### config.mk
export PLATFORM = sky130hd
export DESIGN_NAME = wr_drain_queue
export DESIGN_NICKNAME = d
export VERILOG_FILES = /design/src/rtl/wdq_pkg.sv /design/src/rtl/wdq_rst_sync.sv /design/src/rtl/wdq_fifo.sv /design/src/rtl/wdq_cam.sv /design/src/rtl/wr_drain_queue.sv
export SDC_FILE = /design/constraint.sdc
export NUM_CORES = 1
export LEC_CHECK = 0
export ABC_AREA = 1
export BUFFER_PORTS_ARGS = -buffer_cell sky130_fd_sc_hd__buf_2
export CELL_PAD_IN_SITES_DETAIL_PLACEMENT = 1
export CELL_PAD_IN_SITES_GLOBAL_PLACEMENT = 1
export CORE_AREA = 3 3 209 211
export DETAILED_ROUTE_END_ITERATION = 12
export DIE_AREA = 0 0 212 214
export GPL_TIMING_DRIVEN = 0
export PLACE_DENSITY = 0.9
export SLEW_MARGIN = 20
export SYNTH_ARGS = -nofsm -noshare
export SYNTH_HDL_FRONTEND = slang
export SYNTH_SLANG_ARGS = --single-unit
### constraint.sdc
create_clock -name clk -period 5.21 [get_ports clk]
set_input_delay 0.2605 -clock clk [delete_from_list [all_inputs] [get_ports clk]]
set_output_delay 0.2605 -clock clk [all_outputs]
set_load 0.01 [all_outputs]
### src/rtl/wdq_pkg.sv
package wdq_pkg;
  // read-miss handling selected by the cache
  typedef enum logic {
    POL_STALL  = 1'b0,
    POL_BYPASS = 1'b1
  } rd_policy_e;
endpackage

### src/rtl/wdq_rst_sync.sv
module wdq_rst_sync (
  input  logic clk,
  input  logic arst_n,
  output logic srst_n
);
  logic [1:0] sync_q;

  always_ff @(posedge clk or negedge arst_n) begin
    if (!arst_n) sync_q <= 2'b00;
    else         sync_q <= {sync_q[0], 1'b1};
  end

  assign srst_n = sync_q[1];
endmodule

### src/rtl/wdq_fifo.sv
// Circular store of posted writes; entries exposed in age order (0 = oldest).
module wdq_fifo #(
  parameter int DEPTH = 4,
  parameter int AW    = 30,
  parameter int DW    = 32,
  localparam int PW   = $clog2(DEPTH),
  localparam int CW   = $clog2(DEPTH + 1)
) (
  input  logic                       clk,
  input  logic                       rst_n,
  input  logic                       push,
  input  logic [AW-1:0]              push_addr,
  input  logic [DW-1:0]              push_data,
  input  logic                       pop,
  output logic [CW-1:0]              occ,
  output logic [DEPTH-1:0]           age_vld,
  output logic [DEPTH-1:0][AW-1:0]   age_addr,
  output logic [DEPTH-1:0][DW-1:0]   age_data
);
  logic [DEPTH-1:0]         slot_vld_q, slot_vld_d;
  logic [PW-1:0]            head_q, head_d;
  logic [PW-1:0]            tail_q, tail_d;
  logic [CW-1:0]            occ_q, occ_d;
  logic [DEPTH-1:0][AW-1:0] slot_addr_q;
  logic [DEPTH-1:0][DW-1:0] slot_data_q;

  // next state
  always_comb begin
    head_d     = head_q;
    tail_d     = tail_q;
    occ_d      = occ_q;
    slot_vld_d = slot_vld_q;
    if (pop) begin
      slot_vld_d[head_q] = 1'b0;
      head_d             = head_q + 1'b1;
    end
    if (push) begin
      slot_vld_d[tail_q] = 1'b1;
      tail_d             = tail_q + 1'b1;
    end
    case ({push, pop})
      2'b10:   occ_d = occ_q + 1'b1;
      2'b01:   occ_d = occ_q - 1'b1;
      default: occ_d = occ_q;
    endcase
  end

  // control registers
  always_ff @(posedge clk or negedge rst_n) begin
    if (!rst_n) begin
      slot_vld_q <= '0;
      head_q     <= '0;
      tail_q     <= '0;
      occ_q      <= '0;
    end else begin
      slot_vld_q <= slot_vld_d;
      head_q     <= head_d;
      tail_q     <= tail_d;
      occ_q      <= occ_d;
    end
  end

  // payload registers, written only on an accepted push
  always_ff @(posedge clk) begin
    if (push) begin
      slot_addr_q[tail_q] <= push_addr;
      slot_data_q[tail_q] <= push_data;
    end
  end

  // rotate physical slots into age order
  for (genvar g = 0; g < DEPTH; g++) begin : g_age
    logic [PW-1:0] idx;
    assign idx         = head_q + PW'(g);
    assign age_vld[g]  = slot_vld_q[idx];
    assign age_addr[g] = slot_addr_q[idx];
    assign age_data[g] = slot_data_q[idx];
  end

  assign occ = occ_q;
endmodule

### src/rtl/wdq_cam.sv
// Associative search over held writes; the newest match wins, and a write
// accepted in the same cycle counts as newer than every held entry.
module wdq_cam #(
  parameter int DEPTH = 4,
  parameter int AW    = 30,
  parameter int DW    = 32
) (
  input  logic [DEPTH-1:0]           age_vld,
  input  logic [DEPTH-1:0][AW-1:0]   age_addr,
  input  logic [DEPTH-1:0][DW-1:0]   age_data,
  input  logic [AW-1:0]              key,
  input  logic                       fwd_vld,
  input  logic [AW-1:0]              fwd_addr,
  input  logic [DW-1:0]              fwd_data,
  output logic                       hit,
  output logic [DW-1:0]              hit_data
);
  logic [DEPTH-1:0] match;

  for (genvar g = 0; g < DEPTH; g++) begin : g_cmp
    assign match[g] = age_vld[g] && (age_addr[g] == key);
  end

  always_comb begin
    hit      = 1'b0;
    hit_data = '0;
    for (int i = 0; i < DEPTH; i++) begin
      if (match[i]) begin
        hit      = 1'b1;
        hit_data = age_data[i];
      end
    end
    if (fwd_vld && (fwd_addr == key)) begin
      hit      = 1'b1;
      hit_data = fwd_data;
    end
  end
endmodule

### src/rtl/wr_drain_queue.sv
module wr_drain_queue #(
  parameter int DEPTH = 4,
  parameter int AW    = 30,
  parameter int DW    = 32,
  localparam int CW   = $clog2(DEPTH + 1)
) (
  input  logic          clk,
  input  logic          rst_n,
  input  logic          rd_policy,
  input  logic          enq_valid,
  input  logic [AW-1:0] enq_addr,
  input  logic [DW-1:0] enq_data,
  output logic          full,
  input  logic          lk_req,
  input  logic [AW-1:0] lk_addr,
  output logic          lk_hit,
  output logic [DW-1:0] lk_data,
  output logic          lk_busy,
  output logic          mem_valid,
  output logic [AW-1:0] mem_addr,
  output logic [DW-1:0] mem_data,
  input  logic          mem_ready
);
  import wdq_pkg::*;

  logic                     srst_n;
  logic                     push, pop;
  logic [CW-1:0]            occ;
  logic [DEPTH-1:0]         age_vld;
  logic [DEPTH-1:0][AW-1:0] age_addr;
  logic [DEPTH-1:0][DW-1:0] age_data;
  logic                     cam_hit;
  logic [DW-1:0]            cam_data;
  logic                     bypass_mode;

  wdq_rst_sync u_rst (
    .clk    (clk),
    .arst_n (rst_n),
    .srst_n (srst_n)
  );

  assign full      = (occ == CW'(DEPTH));
  assign mem_valid = (occ != '0);
  assign push      = enq_valid && !full;
  assign pop       = mem_valid && mem_ready;

  wdq_fifo #(.DEPTH(DEPTH), .AW(AW), .DW(DW)) u_fifo (
    .clk       (clk),
    .rst_n     (srst_n),
    .push      (push),
    .push_addr (enq_addr),
    .push_data (enq_data),
    .pop       (pop),
    .occ       (occ),
    .age_vld   (age_vld),
    .age_addr  (age_addr),
    .age_data  (age_data)
  );

  assign mem_addr = age_addr[0];
  assign mem_data = age_data[0];

  wdq_cam #(.DEPTH(DEPTH), .AW(AW), .DW(DW)) u_cam (
    .age_vld  (age_vld),
    .age_addr (age_addr),
    .age_data (age_data),
    .key      (lk_addr),
    .fwd_vld  (push),
    .fwd_addr (enq_addr),
    .fwd_data (enq_data),
    .hit      (cam_hit),
    .hit_data (cam_data)
  );

  assign bypass_mode = (rd_policy == POL_BYPASS);
  assign lk_busy     = lk_req && !bypass_mode && (mem_valid || push);
  assign lk_hit      = lk_req && bypass_mode && cam_hit;
  assign lk_data     = lk_hit ? cam_data : '0;
endmodule

After elaboration in Yosys (flattened, before gate mapping)
Index checks and enable logic that the tools add are counted.
{"block": "totals", "regBits": 261}
{"block": "op_classes", "addsub": 6, "order_cmp": 7, "eq_ne": 8, "mux": 48, "bitwise_logic": 3, "n_reduce_logical": 18}
{"cell": "two-way mux 32 bit", "n": 11}
{"cell": "binary-select mux 32 bit (select 2 bit)", "n": 4}
{"cell": "binary-select mux 30 bit (select 2 bit)", "n": 4}
{"cell": "equality test 30 bit", "n": 5}
{"cell": "two-way mux 30 bit", "n": 5}
{"cell": "bitwise mux 128 bit", "n": 1}
{"cell": "bitwise mux 120 bit", "n": 1}
{"cell": "demux 32 bit (select 2 bit)", "n": 1}
{"cell": "demux 30 bit (select 2 bit)", "n": 1}
{"cell": "< comparator 2 x 3 -> 1 bit, second input constant", "n": 5}
{"cell": "logical AND 1 bit", "n": 13}
{"cell": "two-way mux 1 bit", "n": 11}
{"cell": "binary-select mux 1 bit (select 2 bit)", "n": 4}
{"cell": "two-way mux 4 bit", "n": 2}
{"cell": "case mux 3 bit (2 select lines)", "n": 1}
{"cell": "adder 2 x 1 -> 2 bit, second input constant", "n": 2}
{"cell": "adder 2 bit, second input constant", "n": 2}
{"cell": "AND 4 bit", "n": 1}
{"cell": "demux 1 bit (select 2 bit)", "n": 2}
{"cell": "greater-or-equal comparator 2 x 1 -> 1 bit, second input constant", "n": 2}
{"cell": "NOT 4 bit", "n": 1}
{"cell": "OR 4 bit", "n": 1}
{"cell": "adder 3 x 1 -> 3 bit, second input constant", "n": 1}
{"cell": "equality test 3 bit, second input constant", "n": 1}
{"cell": "7 further kinds", "n": 8}

Depth between registers and ports, before layout
Gate-level depths: netlist of run 1.
{"block": "logic_depth", "depth_word": 11, "depth_mapped": 26, "mapped_depth_nobuf": 17}

Modules after synthesis
From an unflattened synthesis of run 1, not the netlist that was laid out.
{"block": "unflattened", "cells_unflattened": 3196, "area_unflattened_um2": 19821.5}
{"module": "wdq_fifo", "n_inst": 1, "cells_per_inst": 1939, "area_each_um2": 14281.2, "seq_area_each_um2": 7722.4}
{"module": "wdq_cam", "n_inst": 1, "cells_per_inst": 1173, "area_each_um2": 5067.4, "seq_area_each_um2": 0.0}
{"module": "wr_drain_queue", "n_inst": 1, "cells_per_inst": 81, "area_each_um2": 419.2, "seq_area_each_um2": 0.0}
{"module": "wdq_rst_sync", "n_inst": 1, "cells_per_inst": 3, "area_each_um2": 53.8, "seq_area_each_um2": 50.0}

Worst setup path after synthesis of run 1
No wires, ideal clock.
{"block": "synth_timing", "path_type": "flip-flop to output port", "startpoint": "register u_fifo.head_q[1]", "endpoint": "output lk_data[0]", "t_arrival_ns": 3.687, "setup_slack_ns": 1.263, "path_stages_with_launch": 25, "path_cell_list": "dfrtp_1 > buf_2 > inv_1 > buf_4 > buf_2 > clkbuf_1 > clkbuf_1 > buf_2 > ha_1 > buf_4 > inv_2 > buf_4 > buf_4 > nand3_1 > nand3_1 > nand2_1 > nor2_1 > nand2_1 > nor2_1 > nand2_1 > nor2_1 > buf_4 > buf_2 > a21oi_1 > a21oi_1"}
{"block": "synth_via", "elab_chain_cells": 11, "elab_cells_between_ends": 47, "classes_between": "add/sub: 3; eq/ne: 4; mux: 35; reduce/logical: 5"}
{"item": "start, declared", "line": "wdq_fifo.sv:21", "source": "logic [PW-1:0] head_q, head_d;"}
{"item": "start signal, assigned", "line": "wdq_fifo.sv:52", "source": "head_q <= '0;"}
{"item": "start signal, assigned", "line": "wdq_fifo.sv:57", "source": "head_q <= head_d;"}
{"item": "adder 2 x 1 -> 2 bit *", "line": "wdq_fifo.sv:74", "source": "assign idx = head_q + PW'(g);"}
{"item": "named net u_fifo.g_age[1].idx[1]", "line": "wdq_fifo.sv:73", "source": "logic [PW-1:0] idx;"}
{"item": "binary-select mux 30 bit (select 2 bit)", "line": "wdq_fifo.sv:76", "source": "assign age_addr[g] = slot_addr_q[idx];"}
{"item": "two-way mux 30 bit (not written as such)", "line": "wdq_fifo.sv:76"}
{"item": "equality test 30 bit", "line": "wdq_cam.sv:21", "source": "assign match[g] = age_vld[g] && (age_addr[g] == key);"}
{"item": "logical AND 1 bit", "line": "wdq_cam.sv:21"}
{"item": "two-way mux 1 bit (3 in series)", "line": "wdq_cam.sv:28", "source": "if (match[i]) begin"}
{"item": "two-way mux 1 bit", "line": "wdq_cam.sv:33", "source": "if (fwd_vld && (fwd_addr == key)) begin"}
{"item": "logical AND 1 bit", "line": "wr_drain_queue.sv:77", "source": "assign lk_hit = lk_req && bypass_mode && cam_hit;"}
{"item": "two-way mux 32 bit *", "line": "wr_drain_queue.sv:78", "source": "assign lk_data = lk_hit ? cam_data : '0;"}
{"item": "end, declared", "line": "wr_drain_queue.sv:17", "source": "output logic [DW-1:0] lk_data,"}
The timed path passes the listed nets; every way through them passes the cells marked *. The select of a mux whose other input is x is not followed.

Worst setup path in the final report of run 1
{"block": "layout_timing", "startpoint": "register u_fifo.head_q[0]", "endpoint": "output lk_data[1]"}
{"block": "layout_via", "elab_chain_cells": 11, "elab_cells_between_ends": 47, "classes_between": "add/sub: 3; eq/ne: 4; mux: 35; reduce/logical: 5"}
{"item": "adder 2 x 1 -> 2 bit / binary-select mux 30 bit (select 2 bit) (equally long branches)", "line": "wdq_fifo.sv:74, wdq_fifo.sv:76"}
{"item": "binary-select mux 30 bit (select 2 bit) / two-way mux 30 bit (equally long branches)", "line": "wdq_fifo.sv:76"}
{"item": "two-way mux 30 bit (not written as such) / equality test 30 bit (equally long branches)", "line": "wdq_fifo.sv:76, wdq_cam.sv:21"}
{"item": "equality test 30 bit / logical AND 1 bit (equally long branches)", "line": "wdq_cam.sv:21"}
{"item": "logical AND 1 bit / two-way mux 1 bit (equally long branches)", "line": "wdq_cam.sv:21, wdq_cam.sv:28"}
{"item": "two-way mux 1 bit (3 in series)", "line": "wdq_cam.sv:28"}
{"item": "two-way mux 1 bit", "line": "wdq_cam.sv:33"}
{"item": "logical AND 1 bit", "line": "wr_drain_queue.sv:77"}
{"item": "two-way mux 32 bit *", "line": "wr_drain_queue.sv:78"}
Mark *: on every way between the ends. The rest lies on a longest branch, timed or not. The select of a mux whose other input is x is not followed.

==> impl_metrics.toml, run 1 <==
[run_status]
run_status = "completed"

[cts]
cts_max_path_buffers = 3
cts_inserted_buffers = 31
cts.sink_count = 261
cts-htree-levels = 1
tritoncts_clock_tree = "built"
clk_root_buffer_cell = "sky130_fd_sc_hd__clkbuf_16"
cts.clk_slew.worst_paths_ns = 0.06
worst_skew_pair.late_latency_ns = 0.60

[power_and_ir_drop]
switching_share_pct = 55.2
total_switching_power_mw = 8.50
seq_power_share_pct = 19.4
internal_power_mw = 6.89
power.static_leakage_nw = 9.85
clock_network_power_share_pct = 15.1
share_comb_of_total_power_pct = 65.5
maximum_vdd_drop_mv = 0.442
p_total_mw = 15.4
power.density_cell_area_mw_per_mm2 = 699

[synth]
postSynth.asyncResetShare_pct = 4.98
ys_ff_latch = 261
main_synth_ff_type = "sky130_fd_sc_hd__edfxtp_1"
postSynthNetCount = 2694
syn-mean-instance-area_um2 = 6.97
synth_area_mm2 = 0.0180
area_share_of_the_largest_cell_type_after_synthesis_pct = 41.3
synth-seq-area-share_pct = 43.1
synth_edf_count = 248
synth.largest_area_cell = "sky130_fd_sc_hd__edfxtp_1"
yosys.cell_count.top_type = "sky130_fd_sc_hd__nand2_1"
yosys.cell_types.count = 30
synthesis.instances = 2586
synth-warning-count = 0
netlist_top_cells_count = "sky130_fd_sc_hd__nand2_1 (986), sky130_fd_sc_hd__nand3_1 (422), sky130_fd_sc_hd__o21ai_0 (262)"
synth.area.top_cells = "sky130_fd_sc_hd__edfxtp_1 (41%), sky130_fd_sc_hd__nand2_1 (21%), sky130_fd_sc_hd__nand3_1 (12%)"

[place]
input_output_buffers = 190
dp_area_mm2 = 0.0200
dp.final_hpwl_mm = 64.3
place_congestion = 1.02
place_ws_ns = -1.17

[setup_path]
timing.critical_path.to_type = "output pin"
rr_endpoint = "u_fifo.head_q[1]"
critical-path-slowest-cell = "sky130_fd_sc_hd__nor2_2"
slowest_delay_ns = 0.53
regToRegStartpoint = "u_fifo.head_q[1]"
cp.arrival_ns = 4.95
start_kind = "flop"
critical_path_buf_inv_count = 5
timing.reg2reg.worst_path_depth = 13
path_common_cell = "sky130_fd_sc_hd__nand2_1"
path_max_fanout = 38
r2r_setup_slack_ns = 1.66
worstPathCellList = "inv_2 -> buf_6 -> buf_2 -> nand2_1 -> nand3_1 -> nand2_1 -> nand2_1 -> nand2_1 -> nor2_1 -> nand2_1 -> nor2_1 -> nand2_1 -> nor2_2 -> nor2_1 -> nand3_2 -> buf_6 -> nand3_1 -> a21oi_2 -> buf_2"
worst-endpoint-required_ns = 4.95
path_class = "reg2out"
worst_path_dominant_cell_family = "simple AND/OR/NAND/NOR gates"

[timing]
final-hold-violation-count = 0
timing.clock.skew_ns = 0.0225
timing.fmax_mhz = 192
setup_repair_after_global_routing_missed_its_margin = "yes"
worst_slew_margin_rel_pct = 18.5
fin_crit_ns = 5.21
timing.final.setup_violations = 0
post-route-period-util_pct = 100
layout_setup_ws_ns = 0.00210
timing.final.max_slew_violations = 0
tightestPinTransition_ns = 1.22
totalNegativeSetupSlack_ns = 0

[routing]
finalWirelength_mm = 91.7
antenna_violating_nets_post_route = 0
drtPass1Iterations = 5
vias_per_cell = 6.29
drcViolationCount = 0
post_drt_wl_per_cell_um = 26.5
vias = 21700
count_of_routing_violations_after_the_opening_detailed_route_iteration = 2868

[layout]
drive_above_1_share_pct = 13.3
area_growth_syn_to_layout_pct = 22.3
layout.core_utilization_pct = 52.5
final_design_area_no_fill_mm2 = 0.0220
final_net_count = 2996

[floorplanning]
placeableCoreArea_mm2 = 0.0419
die_area_mm2 = 0.0454
core.rowCount = 75
die_height_um = 214
die-width_um = 212
top_level_port_count = 196
floorplan.initialDensity_pct = 42.9

[global_routing]
grt_pass1_vias = 22500
grt_max_degree = 39
grt_usage_pct = 39.0
grt_antenna_before_repair = 3
globalRoute.totalOverflow = 0
grt_pass1_wl_mm = 134

[hold_path]
holdCritPathClass = "in2reg"
whs_path_depth = 3
hold_end = "u_fifo.head_q[0]"
timing.hold.worst.start = "mem_ready"

[flow_run]
max_cap_violations = 0
==> area by class of cell <==
cell class                      count  area, um2
Clock inverter                     20        246
Fill cell                        5413      19900
Sequential cell                   261       7770
Multi-Input combinational cell   1993       8980
Inverter                          181        691
Clock buffer                       36        795
Tap cell                          539        674
Timing Repair Buffer              274       2020
Buffer                            146        851
Antenna cell                        4       10.0
==> registers in the layout, indices dropped and copies added (netlist names) <==
name                cells
u_fifo.tail_q           2
u_fifo.slot_data_q    128
u_fifo.head_q           2
u_fifo.occ              3
u_fifo.slot_vld_q       4
u_fifo.slot_addr_q    120
u_rst.sync_q            2
==> timing repair <==
item	in CTS	in global routing
cloned	1	0
resized for setup	43	41
hold endpoints to repair	250	0
pin swaps	1	3
setup endpoints to repair	33	33
hold buffers	64	0
setup buffers	2	3
==> power groups by stage <==
stage,clock (mW),combinational [mW],sequential [mW]
2_1_floorplan,0,5.35,2.97
3_3_place_gp,0,8.64,3.06
3_5_place_dp,0,9.19,3.00
4_1_cts,2.31,9.47,2.96
5_1_grt,2.40,10.7,3.00
6_report,2.33,10.1,2.98
==> layout by cell type, fill, tap and decap left out, types with 10 or more instances in the layout <==
cell type and count:
sky130_fd_sc_hd__a21oi_1 120, sky130_fd_sc_hd__a21oi_2 13, sky130_fd_sc_hd__buf_1 15, sky130_fd_sc_hd__buf_16 10
sky130_fd_sc_hd__buf_2 229, sky130_fd_sc_hd__buf_4 16, sky130_fd_sc_hd__buf_6 11, sky130_fd_sc_hd__clkbuf_1 62
sky130_fd_sc_hd__clkbuf_16 31, sky130_fd_sc_hd__dfrtp_1 13, sky130_fd_sc_hd__dlygate4sd3_1 64, sky130_fd_sc_hd__edfxtp_1 248
sky130_fd_sc_hd__inv_1 176, sky130_fd_sc_hd__nand2_1 984, sky130_fd_sc_hd__nand3_1 420, sky130_fd_sc_hd__nor2_1 83
sky130_fd_sc_hd__o21ai_0 262, sky130_fd_sc_hd__o21ai_1 13, sky130_fd_sc_hd__or2_2 25, sky130_fd_sc_hd__xnor2_1 17
==> stage by stage <==
stage	cells	hold slack [ns]
global placement	3315	0.0466
CTS	3447	0.0575
floorplan	2586	-0.0351
finish	3454	0.0520
global route	3452	0.0847
detailed placement	3329	0.0491
==> logic make-up after synthesis <==
group	after synthesis	share of synthesized area [%]
other	1	0.0208
and+or+nand+nor	1548	35.9
AOI/OAI and AO/OA	413	11.5
buffers and inverters	332	7.70
DFF	261	43.1
xor gates and xnor gates	21	1.02
adders and majority gates	10	0.736
==> worst max-delay path by stage <==
stage                                         to             start  cells after the start
after global routing                  lk_data[1]  u_fifo.head_q[1]                     24
after detailed placement              lk_data[1]  u_fifo.head_q[1]                     24
after CTS                             lk_data[1]  u_fifo.head_q[1]                     24
after floorplan                       lk_data[0]  u_fifo.head_q[1]                     24
final                                 lk_data[1]  u_fifo.head_q[0]                     19
after global placement    u_fifo.slot_addr_q[70]     u_fifo.occ[1]                      5
==> metal layers <==
layer | up-vias | track usage [%] | share of wire (%)
li1 | 9229 | - | -
met2 | 1634 | 63.1 | 46
met3 | 472 | 7.69 | 11
met1 | 10400 | 47.6 | 36
met4 | 0 | 24.3 | 7.4
met5 | - | 0 | 0
==> worst reg2reg max path: stages (launching register included) <==
cell                         delay [ns]
sky130_fd_sc_hd__dfrtp_1           0.40
sky130_fd_sc_hd__buf_8             0.18
sky130_fd_sc_hd__clkinvlp_4        0.13
sky130_fd_sc_hd__buf_12            0.17
sky130_fd_sc_hd__clkbuf_8          0.19
sky130_fd_sc_hd__buf_4             0.20
sky130_fd_sc_hd__ha_1              0.31
sky130_fd_sc_hd__buf_8             0.17
sky130_fd_sc_hd__inv_8             0.13
sky130_fd_sc_hd__buf_12            0.18
sky130_fd_sc_hd__buf_12            0.19
sky130_fd_sc_hd__clkbuf_1          0.47
sky130_fd_sc_hd__clkbuf_1          0.50
sky130_fd_sc_hd__o21ai_0           0.19
No activity file was read; power rests on OpenSTA's default activity.
==> run 2: changes to the inputs <==
--- a/config.mk
+++ b/config.mk
@@ -6,14 +6,14 @@
 export NUM_CORES = 1
 export LEC_CHECK = 0
 export ABC_AREA = 1
-export BUFFER_PORTS_ARGS = -buffer_cell sky130_fd_sc_hd__buf_2
 export CELL_PAD_IN_SITES_DETAIL_PLACEMENT = 1
 export CELL_PAD_IN_SITES_GLOBAL_PLACEMENT = 1
-export CORE_AREA = 3 3 209 211
+export CORE_AREA = 3 3 200 202
 export DETAILED_ROUTE_END_ITERATION = 12
-export DIE_AREA = 0 0 212 214
+export DIE_AREA = 0 0 203 205
+export DONT_BUFFER_PORTS = 1
 export GPL_TIMING_DRIVEN = 0
-export PLACE_DENSITY = 0.9
+export PLACE_DENSITY = 0.91
 export SLEW_MARGIN = 20
 export SYNTH_ARGS = -nofsm -noshare
 export SYNTH_HDL_FRONTEND = slang
==> run 2 against run 1 <==
The run now ends with negative setup slack left. Clock power is 5% lower. Final area down 4.4%. Sequential power hardly changed. Final cell count is 6.2% lower. Die area decreased by 8.3%. Flip-flop and latch count did not move. Combinational power barely moved. Clock-buffer cell count up 3. Utilization up 2.2 points. Worst setup slack lost 0.012 ns. Global-route usage rose by 4.7 points. Register-to-register slack got worse by 0.03 ns. Critical path type unchanged. Largest cell class unchanged.
==> impl_metrics.toml, run 2 (synthesized netlist as in run 1, its figures left out) <==
[run_status]
run_status = "finished, violations left"
failed_checks = "negative setup slack"

[setup_path]
critical-path-slowest-cell = "sky130_fd_sc_hd__dfrtp_1"
critical_path_buf_inv_count = 9
slowest_delay_ns = 0.41
worst_path_dominant_cell_family = "buffers and inverters"
path_max_fanout = 14
start_kind = "flop"
cp.arrival_ns = 4.96
r2r_setup_slack_ns = 1.63
worstPathCellList = "buf_6 -> clkinvlp_4 -> buf_12 -> clkbuf_8 -> buf_4 -> ha_1 -> buf_6 -> buf_6 -> buf_8 -> nand3_1 -> nand3_1 -> nand2_1 -> nor2_1 -> nand2_1 -> nor2_1 -> nand2_1 -> nor2_4 -> nor2_1 -> nand3_4 -> buf_6 -> nand3_1 -> a21oi_4"
timing.critical_path.to_type = "output pin"
regToRegStartpoint = "u_fifo.head_q[1]"
path_common_cell = "sky130_fd_sc_hd__buf_6"
worst-endpoint-required_ns = 4.95
critical_path.startpoint = "u_fifo.head_q[1]"
path_class = "reg2out"

[floorplanning]
die_area_mm2 = 0.0416
core.rowCount = 72
die-width_um = 203
die_height_um = 205
floorplan.initialDensity_pct = 46.8
placeableCoreArea_mm2 = 0.0385
top_level_port_count = 196

[power_and_ir_drop]
maximum_vdd_drop_mv = 0.465
power.density_cell_area_mw_per_mm2 = 717
p_total_mw = 15.1
power.static_leakage_nw = 9.02

[routing]
vias_per_cell = 6.60
post_drt_wl_per_cell_um = 29.2
antenna_violating_nets_post_route = 0
finalWirelength_mm = 94.5
drcViolationCount = 0
count_of_routing_violations_after_the_opening_detailed_route_iteration = 3017
vias = 21400
drtPass1Iterations = 9

[timing]
layout_setup_ws_ns = -0.0102
timing.final.setup_violations = 1
timing.clock.skew_ns = 0.0166
final-hold-violation-count = 0
fin_crit_ns = 5.22
totalNegativeSetupSlack_ns = -0.0102
tightestPinTransition_ns = 1.12
timing.fmax_mhz = 192
timing.final.max_slew_violations = 0
worst_slew_margin_rel_pct = 25.1
post-route-period-util_pct = 100

[layout]
most_common_library_cell_in_the_layout_ignoring_fill_and_taps = "sky130_fd_sc_hd__nand2_1"
storage_cell_area_mm2 = 0.00777
largest_register_ffs = 128
drive_above_1_share_pct = 7.60
final_net_count = 2806
layout.cells.most_common_list = "sky130_fd_sc_hd__nand2_1 (986), sky130_fd_sc_hd__nand3_1 (421), sky130_fd_sc_hd__o21ai_0 (262)"
area_growth_syn_to_layout_pct = 16.9
layout_top_registers = "u_fifo.slot_data_q (128), u_fifo.slot_addr_q (120), u_fifo.slot_vld_q (4)"
count_of_inserted_antenna_diode_cells = 0
regMostFlops = "u_fifo.slot_data_q"
fill_cells = 4969
multi_input_area_mm2 = 0.00904

[global_routing]
grt_pass1_wl_mm = 136
grt_antenna_before_repair = 5
globalRoute.totalOverflow = 0
grt_max_degree = 39
grt_pass1_vias = 22100
grt_usage_pct = 43.7

[place]
input_output_buffers = 0
place_congestion = 1.03
dp.final_hpwl_mm = 63.3
place_ws_ns = -1.23

[cts]
cts.clk_slew.worst_paths_ns = 0.08
cts.sink_count = 261
worst_skew_pair.late_latency_ns = 0.62
cts_inserted_buffers = 30
cts_max_path_buffers = 3
clk_root_buffer_cell = "sky130_fd_sc_hd__clkbuf_16"
cts-htree-levels = 1
tritoncts_clock_tree = "built"

[hold_path]
holdCritPathClass = "reg2async"

[flow_run]
max_cap_violations = 0
-- run 2: changes by cell type in the layout (fill, tap and decap cells not counted), moves of 4 or more --
cell	previous run	this run
sky130_fd_sc_hd__diode_2	4	0
sky130_fd_sc_hd__a21oi_2	13	23
sky130_fd_sc_hd__a21oi_1	120	108
sky130_fd_sc_hd__buf_2	229	43
sky130_fd_sc_hd__buf_4	16	11
-- run 2: path summary, 6_finish.rpt --
path                                          endpoint  cells after the start
worst max-delay path                        lk_data[1]                     22
worst min-delay path              u_fifo.slot_vld_q[3]                      0
worst max register to register        u_fifo.head_q[1]                     13
worst min register to register    u_fifo.slot_vld_q[3]                      0
max in group asynchronous             u_fifo.head_q[1]                      0
min in group clk                u_fifo.slot_addr_q[28]                      2
-- run 2: final cells by class --
cell class                      count  area share, %
Timing Repair Buffer               85           5.22
Clock buffer                       39           3.82
Multi-Input combinational cell   1993           42.9
Inverter                          181           3.28
Buffer                            146           3.94
Tap cell                          518           3.08
Sequential cell                   261           36.9
Clock inverter                     17          0.838
-- run 2: metal layers --
layer / GRT usage, % / part of all wire (%)
met1: 49.5 / 33
met4: 32.3 / 9.0
met2: 70.0 / 44
met3: 13.1 / 13
met5: 0 / 0.029
-- run 2: power breakdown --
part,switching (mW),leakage (nW),internal (mW)
sequential,0.214,2.42,2.78
combinational,7.41,6.12,2.47
clock,0.986,0.482,1.24
-- run 2: metrics by stage --
stage | cell area, um2 | std cells | hold WS [ns] | util [%]
final | 21100 | 3240 | 0.198 | 54.8
after global routing | 21100 | 3240 | 0.264 | 54.8
after CTS | 20900 | 3238 | 0.208 | 54.4
after detailed placement | 19100 | 3119 | -0.0350 | 49.6
after global placement | 18700 | 3104 | -0.0350 | 48.5
after floorplan | 18000 | 2586 | -0.0351 | -
-- run 2: what timing repair did --
item	CTS	global route
hold endpoints to repair	252	0
hold buffers	65	0
setup endpoints to repair	33	33
setup buffers	2	2
pin swaps	1	1
resized for setup	51	41
gates cloned	1	0
